===== config.mk =====
export PLATFORM = sky130hd
export DESIGN_NAME = conv_result_bus
export DESIGN_NICKNAME = d
export VERILOG_FILES = /design/src/rtl/conv_bus_pkg.sv /design/src/rtl/bus_seq_ctrl.sv /design/src/rtl/bus_result_dp.sv /design/src/rtl/conv_result_bus.sv
export SDC_FILE = /design/constraint.sdc
export NUM_CORES = 1
export LEC_CHECK = 0
export BUFFER_PORTS_ARGS = -buffer_cell sky130_fd_sc_hd__buf_2
export CORE_MARGIN = 2
export CORE_UTILIZATION = 29
export CTS_CLUSTER_DIAMETER = 80
export DETAILED_ROUTE_END_ITERATION = 10
export PLACE_DENSITY = 0.58
export SETUP_SLACK_MARGIN = 0.15
export SLEW_MARGIN = 30
export SYNTH_ARGS = -nofsm -noshare
export SYNTH_HDL_FRONTEND = slang
export SYNTH_HIERARCHICAL = 1
export SYNTH_SLANG_ARGS = --single-unit

===== constraint.sdc =====
create_clock -name clk -period 5.2 [get_ports clk]
set_input_delay 0.78 -clock clk [delete_from_list [all_inputs] [get_ports clk]]
set_output_delay 0.78 -clock clk [all_outputs]
set_load 0.02 [all_outputs]

===== src/rtl/conv_bus_pkg.sv =====
package conv_bus_pkg;

  // Which byte the mux should present; encodings 0..2 match the streaming order.
  typedef enum logic [1:0] {
    KIND_HI_POL = 2'd0,
    KIND_LO     = 2'd1,
    KIND_HI_OVR = 2'd2
  } byteKind_e;

  // Strobes passed from control to datapath each cycle.
  typedef struct packed {
    logic      capture;
    logic      expire;
    logic      busOe;
    byteKind_e kind;
  } busCtrl_t;

endpackage


===== src/rtl/bus_seq_ctrl.sv =====
module bus_seq_ctrl
  import conv_bus_pkg::*;
#(
  parameter int SYNC_STAGES   = 2,
  parameter int EXPIRE_CYCLES = 443
) (
  input  logic     clk,
  input  logic     rstN,
  input  logic     resultValid,
  input  logic     csHi,
  input  logic     ceN,
  input  logic     rdN,
  input  logic     contMode,
  input  logic     byteSelLo,
  input  logic     dbSelOvr,
  output busCtrl_t ctrl
);

  localparam int NSIG  = 6;
  localparam int AGE_W = $clog2(EXPIRE_CYCLES + 1);
  localparam logic [AGE_W-1:0] AGE_LAST = AGE_W'(EXPIRE_CYCLES - 1);
  // idle levels, order {cs, ceN, rdN, cont, bsel, dsel}
  localparam logic [NSIG-1:0] IDLE_VEC = 6'b011000;

  logic [NSIG-1:0] rawVec;
  logic [SYNC_STAGES-1:0][NSIG-1:0] syncPipe;
  logic [NSIG-1:0] syncVec;

  assign rawVec  = {csHi, ceN, rdN, contMode, byteSelLo, dbSelOvr};
  assign syncVec = syncPipe[SYNC_STAGES-1];

  always_ff @(posedge clk or negedge rstN) begin
    if (!rstN) syncPipe <= {SYNC_STAGES{IDLE_VEC}};
    else       syncPipe <= {syncPipe[SYNC_STAGES-2:0], rawVec};
  end

  logic sCs, sCeN, sRdN, sCont, sBsel, sDsel;
  assign {sCs, sCeN, sRdN, sCont, sBsel, sDsel} = syncVec;

  logic selected, rdPrev, rdRise;
  assign selected = sCs & ~sCeN;
  assign rdRise   = sRdN & ~rdPrev & selected & sCont;

  always_ff @(posedge clk or negedge rstN) begin
    if (!rstN) rdPrev <= 1'b1;
    else       rdPrev <= sRdN;
  end

  // age of the held result, saturating at the last count
  logic [AGE_W-1:0] ageCnt;
  logic live, expireHit;
  assign expireHit = live & sCont & (ageCnt == AGE_LAST);

  always_ff @(posedge clk or negedge rstN) begin
    if (!rstN) begin
      ageCnt <= '0;
      live   <= 1'b0;
    end else if (resultValid) begin
      ageCnt <= '0;
      live   <= 1'b1;
    end else if (expireHit) begin
      live   <= 1'b0;
    end else if (live && ageCnt != AGE_LAST) begin
      ageCnt <= ageCnt + 1'b1;
    end
  end

  logic [1:0] seqIdx;
  always_ff @(posedge clk or negedge rstN) begin
    if (!rstN)                       seqIdx <= 2'd0;
    else if (resultValid || expireHit) seqIdx <= 2'd0;
    else if (rdRise)                 seqIdx <= (seqIdx == 2'd2) ? 2'd0 : seqIdx + 2'd1;
  end

  byteKind_e kindSel;
  always_comb begin
    if (sCont)      kindSel = byteKind_e'(seqIdx);
    else if (sBsel) kindSel = KIND_LO;
    else if (sDsel) kindSel = KIND_HI_OVR;
    else            kindSel = KIND_HI_POL;
  end

  assign ctrl.capture = resultValid;
  assign ctrl.expire  = expireHit;
  assign ctrl.busOe   = selected & ~sRdN;
  assign ctrl.kind    = kindSel;


  seq_idx_range_chk: assert property (@(posedge clk) disable iff (!rstN)
    seqIdx != 2'd3);


  capture_resets_seq_chk: assert property (@(posedge clk) disable iff (!rstN)
    resultValid |=> seqIdx == 2'd0);


  age_bound_chk: assert property (@(posedge clk) disable iff (!rstN)
    ageCnt <= AGE_LAST);


  held_read_stable_chk: assert property (@(posedge clk) disable iff (!rstN)
    (!sRdN && !resultValid && !expireHit) |=> $stable(seqIdx));

endmodule


===== src/rtl/bus_result_dp.sv =====
module bus_result_dp
  import conv_bus_pkg::*;
#(
  parameter int BUS_W = 8,
  parameter int MAG_W = 15
) (
  input  logic             clk,
  input  logic             rstN,
  input  busCtrl_t         ctrl,
  input  logic [MAG_W-1:0] resMag,
  input  logic             resPos,
  input  logic             resOvr,
  output logic [BUS_W-1:0] dataOut,
  output logic             dataOe
);

  localparam int HI_W = MAG_W - BUS_W;

  logic [MAG_W-1:0] magQ;
  logic posQ, ovrQ;

  always_ff @(posedge clk or negedge rstN) begin
    if (!rstN) begin
      magQ <= '0;
      posQ <= 1'b0;
      ovrQ <= 1'b0;
    end else if (ctrl.capture) begin
      magQ <= resMag;
      posQ <= resPos;
      ovrQ <= resOvr;
    end else if (ctrl.expire) begin
      magQ <= '0;
      posQ <= 1'b0;
      ovrQ <= 1'b0;
    end
  end

  logic [HI_W-1:0]  hiBits;
  logic [BUS_W-1:0] byteSel;
  assign hiBits = magQ[MAG_W-1:BUS_W];

  always_comb begin
    unique case (ctrl.kind)
      KIND_LO:     byteSel = magQ[BUS_W-1:0];
      KIND_HI_OVR: byteSel = {ovrQ, hiBits};
      default:     byteSel = {posQ, hiBits};
    endcase
  end

  assign dataOe  = ctrl.busOe;
  assign dataOut = ctrl.busOe ? byteSel : '0;


  capture_loads_chk: assert property (@(posedge clk) disable iff (!rstN)
    ctrl.capture |=> (magQ == $past(resMag)) && (posQ == $past(resPos)) && (ovrQ == $past(resOvr)));


  expire_clears_chk: assert property (@(posedge clk) disable iff (!rstN)
    (ctrl.expire && !ctrl.capture) |=> (magQ == '0) && !posQ && !ovrQ);

endmodule


===== src/rtl/conv_result_bus.sv =====
module conv_result_bus
  import conv_bus_pkg::*;
#(
  parameter int BUS_W         = 8,
  parameter int MAG_W         = 15,
  parameter int SYNC_STAGES   = 2,
  parameter int EXPIRE_CYCLES = 443
) (
  input  logic             clk,
  input  logic             rstN,
  input  logic             resultValid,
  input  logic [MAG_W-1:0] resultMag,
  input  logic             resultPos,
  input  logic             resultOvr,
  input  logic             csHi,
  input  logic             ceN,
  input  logic             rdN,
  input  logic             contMode,
  input  logic             byteSelLo,
  input  logic             dbSelOvr,
  output logic [BUS_W-1:0] dataOut,
  output logic             dataOe
);

  busCtrl_t ctrl;

  bus_seq_ctrl #(
    .SYNC_STAGES  (SYNC_STAGES),
    .EXPIRE_CYCLES(EXPIRE_CYCLES)
  ) i_ctrl (
    .clk        (clk),
    .rstN       (rstN),
    .resultValid(resultValid),
    .csHi       (csHi),
    .ceN        (ceN),
    .rdN        (rdN),
    .contMode   (contMode),
    .byteSelLo  (byteSelLo),
    .dbSelOvr   (dbSelOvr),
    .ctrl       (ctrl)
  );

  bus_result_dp #(
    .BUS_W(BUS_W),
    .MAG_W(MAG_W)
  ) i_dp (
    .clk    (clk),
    .rstN   (rstN),
    .ctrl   (ctrl),
    .resMag (resultMag),
    .resPos (resultPos),
    .resOvr (resultOvr),
    .dataOut(dataOut),
    .dataOe (dataOe)
  );


  idle_bus_quiet_chk: assert property (@(posedge clk) disable iff (!rstN)
    !dataOe |-> dataOut == '0);

endmodule


# Word level (Yosys, flattened, before mapping)
# Cells that the tools add are included.
# Widths: inputs -> output; s select.
# word_totals
in_bits	26
reg_bits	42
elab_cells	50
# classes
mux	17
bitwise	10
eq_ne	6
n_reduce_logical	6
add_sub_neg	2
# ops
operator	count
$mux 15	2
$mux 9	3
$pmux 8 s2	1
$mux 2	6
$add 9x1->9 const B	1
$eq 9x9->1 const B	1
$ne 9x9->1 const B	1
$mux 8	1
$and 1x1->1	7
$reduce_bool 2->1	3
$eq 2x2->1 const B	2
$mux 1	4
$not 1->1	3
$add 2x1->2 const B	1
$eq 2x1->1 const B	1
$ne 2x2->1 const B	1
$reduce_and 2->1	1
$logic_and 1x1->1	1
$logic_or 1x1->1	1

# Logic depth before layout (Yosys ltp)
# depth
word_depth	6
depth_mapped	8

# Hierarchy
# Netlist, hierarchy kept.
# modules_own_cells
mod	instances	area_each_um2	cells_each	seq_area_each_um2
bus_seq_ctrl	1	1048.5	89	631.9
bus_result_dp	1	904.6	98	425.4

# Least setup slack after synthesis
# OpenSTA, ideal clock, no wires.
# synth_path
path_type	register to output
start	reg i_ctrl.syncPipe (netlist bit i_ctrl/syncVec[2])
end	out dataOut[4]
slack_ps	2542
required_time_ps	4420
path_stages_with_launch	7
arrival_ps	1878
n_path_buf	1
path_cell_list	dfrtp_1 mux2_2 inv_1 ha_1 clkbuf_2 nand3b_1 a21boi_0
# synth_rtl
element	line_no	rtl
start: declaration	bus_seq_ctrl.sv:26	logic [SYNC_STAGES-1:0][NSIG-1:0] syncPipe;
start signal: assignment	bus_seq_ctrl.sv:33	if (!rstN) syncPipe <= {SYNC_STAGES{IDLE_VEC}};
start signal: assignment	bus_seq_ctrl.sv:34	else syncPipe <= {syncPipe[SYNC_STAGES-2:0], rawVec};
end: declaration	conv_result_bus.sv:21	output logic [BUS_W-1:0] dataOut,

==> summary.txt <==
Power and ir drop
  • Pwr dens: 278 nW/um^2
  • VDD IR max: 0.162 mV
  • Leakage: 0.000998 uW

Finish
  • Layout cell share with drive strength beyond 1: 25.1%
  • Diodes inserted: 0
  • Fillers: 645
  • Most common cell after layout, fill and taps aside: dfrtp_1
  • Most frequent cells in the layout: dfrtp_1, buf_2, o21ai_0, nand2_1, nand2b_1
  • Area delta synth->final: 15.2%
  • Nets: 248

Critical path
  • Worst Path Required: 4420 ps
  • Worst path max stage delay: 440 ps
  • Crit-path cells: mux2_2 > inv_1 > ha_1 > nand3b_1 > a21boi_0 > buf_2
  • Worst setup EP type: output pin
  • Crit path max fanout: 16
  • Crit path max-delay family: flip-flops
  • Worst path slowest cell: dfrtp_1
  • Crit path buf inv count: 2
  • FF-to-FF setup slack: 3260 ps
  • Crit path launch type: flop
  • Arrival time at the worst endpoint: 2210 ps
  • Kind of critical path: flop to output pin

Logic synthesis
  • Number of flops mapped to enable cells by yosys: 0
  • Syn Inst Count: 187
  • Prevailing post-synth register cell: dfrtp_1
  • Synth async-reset ratio: 100%
  • Count of cell types in the netlist: 40
  • Seq cells post-synth: 42
  • Sequential share of the synthesized area: 54.1%
  • Yosys warns: 6
  • Syn nets: 217
  • Syn Area/Cell: 10.4 sq um
  • Synthesized area: 1950 sq um

GRT
  • GRT overflow: 0
  • Antenna violations before repair: 0
  • Global router's overall resource usage: 11.4%
  • Largest net degree at the start of global routing: 49
  • First-pass GRT wire length: 6710 um
  • Vias in the first global route: 1,434

Drt
  • Pre-antenna DRT Iters: 4
  • DRC viols: 0
  • First DRT Iteration DRCs: 96
  • Vias/cell: 4.82
  • Detailed-route via count: 1,428
  • Total Routed Length: 3820 um
  • Routed length per instance: 12.9 um
  • DRT antenna net count: 0

Clocking
  • Worst-path clk slew: 80 ps
  • Clock Path Buffers: 2
  • Post-cts resize count: 0
  • CTS tree: done
  • Sink Count: 42
  • Post-CTS Setup Bufs: 0
  • H-tree depth: 2
  • Number of buffers created by CTS: 5
  • Cts hold-fix bufs: 0
  • Root Driver: clkbuf_8
  • Worst-Skew Late Latency: 290 ps

Timing
  • Fin crit share: 57.5%
  • Max Clock Freq: 334 MHz
  • Period minus WS final: 2990 ps
  • Final WS setup: 2210 ps
  • Final setup fails: 0
  • Endpoints failing hold: 0
  • Worst slew margin: 50.9%
  • Final Max Tran Viols: 0
  • Final setup TNS: 0 ps
  • Worst Clk Skew: 5.89 ps
  • Worst-Margin Slew: 736 ps
  • RSZ-0062 raised after global routing: false

Floorplan
  • Die Ht: 86.1 um
  • Site row count: 29
  • Initial Util: 30.4%
  • Die Wd: 86.1 um
  • CORE AREA: 6420 sq um
  • # IOs: 35
  • Die Area: 7410 sq um

Outcome
  • Status: finished clean

Place
  • Pre-CTS setup slack: 2570 ps
  • DP Wirelength: 2580 um
  • Port Buffer Count: 34
  • Placer Congestion: 0.709

Hold path
  • Min-Delay Path Class: flop to flop

Job
  • MaxCap Viol Count: 0
-- final timing paths --
check	to	start	cells past startpoint
min in group asynchronous	i_ctrl/ageCnt[0]$_DFFE_PN0P_	rstN	1
setup / recovery	dataOut[5]	i_ctrl/syncVec[2]$_DFF_PN0_	6
setup reg to reg	i_dp/magQ[7]$_DFFE_PN0P_	i_ctrl/ageCnt[0]$_DFFE_PN0P_	7
hold reg to reg	i_ctrl/syncVec[0]$_DFF_PN0_	i_ctrl/syncPipe[0]$_DFF_PN0_	0
max in group asynchronous	i_ctrl/syncVec[4]$_DFF_PN1_	rstN	1
hold / removal	i_ctrl/syncVec[0]$_DFF_PN0_	i_ctrl/syncPipe[0]$_DFF_PN0_	0
-- layer usage --
metal | GRT usage [%] | wire length, um | part of all wire, % | vias up
met2 | 17.4 | 1770 | 46 | 30
li1 | - | - | - | 709
met5 | 0 | 0 | 0 | -
met1 | 15.3 | 1850 | 48 | 683
met4 | 5.77 | 68 | 1.8 | 0
met3 | 2.60 | 134 | 3.5 | 6
-- state kept, by name, indices dropped and copies added (netlist names) --
| name | count |
|---|---|
| i_ctrl/seqIdx | 2 |
| i_ctrl/syncPipe | 6 |
| i_ctrl/rdPrev | 1 |
| i_dp/magQ | 15 |
| i_ctrl/syncVec | 6 |
| i_ctrl/live | 1 |
| i_dp/ovrQ | 1 |
| i_ctrl/ageCnt | 9 |
| i_dp/posQ | 1 |
-- report_power, final --
group	switching (uW)	internal, uW
Sequential	11.6	347
Combinational	34.2	28.0
Clock	109	94.7
Total	155	470
-- cells by family after synthesis --
group | after synthesis | share of synthesized area, %
AO/OA/AOI/OAI | 45 | 14.2
flip-flops | 42 | 54.1
XOR/XNOR | 2 | 0.897
adder cells (fa/ha/maj) | 4 | 2.56
multiplexers | 5 | 2.88
buffers and inverters | 16 | 4.36
AND/OR/NAND/NOR | 73 | 21.0
-- synth_stat cells, types with 3 or more instances --
cell type,count,area (sq um)
nand4_1,3,18.8
nand2_1,16,60.1
clkbuf_1,3,11.3
dfrtp_1,37,926
a21boi_0,7,52.6
mux2_2,5,56.3
buf_4,4,30.0
nand3b_1,7,52.6
a21oi_1,4,20.0
ha_1,4,50.1
inv_1,6,22.5
dfstp_2,5,131
o21ai_0,24,120
a22o_1,3,26.3
nand2b_1,15,93.8
nor2_1,11,41.3
-- worst register-to-register path: stages, from the launching register on --
cell and delay [ps]:
dfrtp_1 410, inv_1 90, ha_1 180, nand4b_1 90, nor4_1 170, and2_1 500, nor2_1 150, a22o_1 240
-- area by class of cell --
type                    count  area (sq um)  area share [%]
flip-flops and latches     42          1060            47.0
multi-input cells         129           816            36.2
well taps                  77          96.3            4.28
clock inverters             2          13.8           0.611
clock buffers               6          72.6            3.22
inverters                   6          22.5            1.00
repair buffers             34           173            7.67
-- through the flow --
| step | instance area (sq um) | total power (uW) | utilization (%) | cells | hold slack [ps] |
|---|---|---|---|---|---|
| 2_1_floorplan | 1950 | 402 | - | 187 | 331 |
| 5_1_grt | 2250 | 661 | 35.0 | 296 | 360 |
| 6_report | 2250 | 625 | 35.0 | 296 | 352 |
| 4_1_cts | 2250 | 636 | 35.0 | 296 | 354 |
| 3_5_place_dp | 2160 | 428 | 33.7 | 288 | 335 |
| 3_3_place_gp | 2160 | 427 | 33.6 | 288 | 335 |
Power figures use the tool's default switching activity.
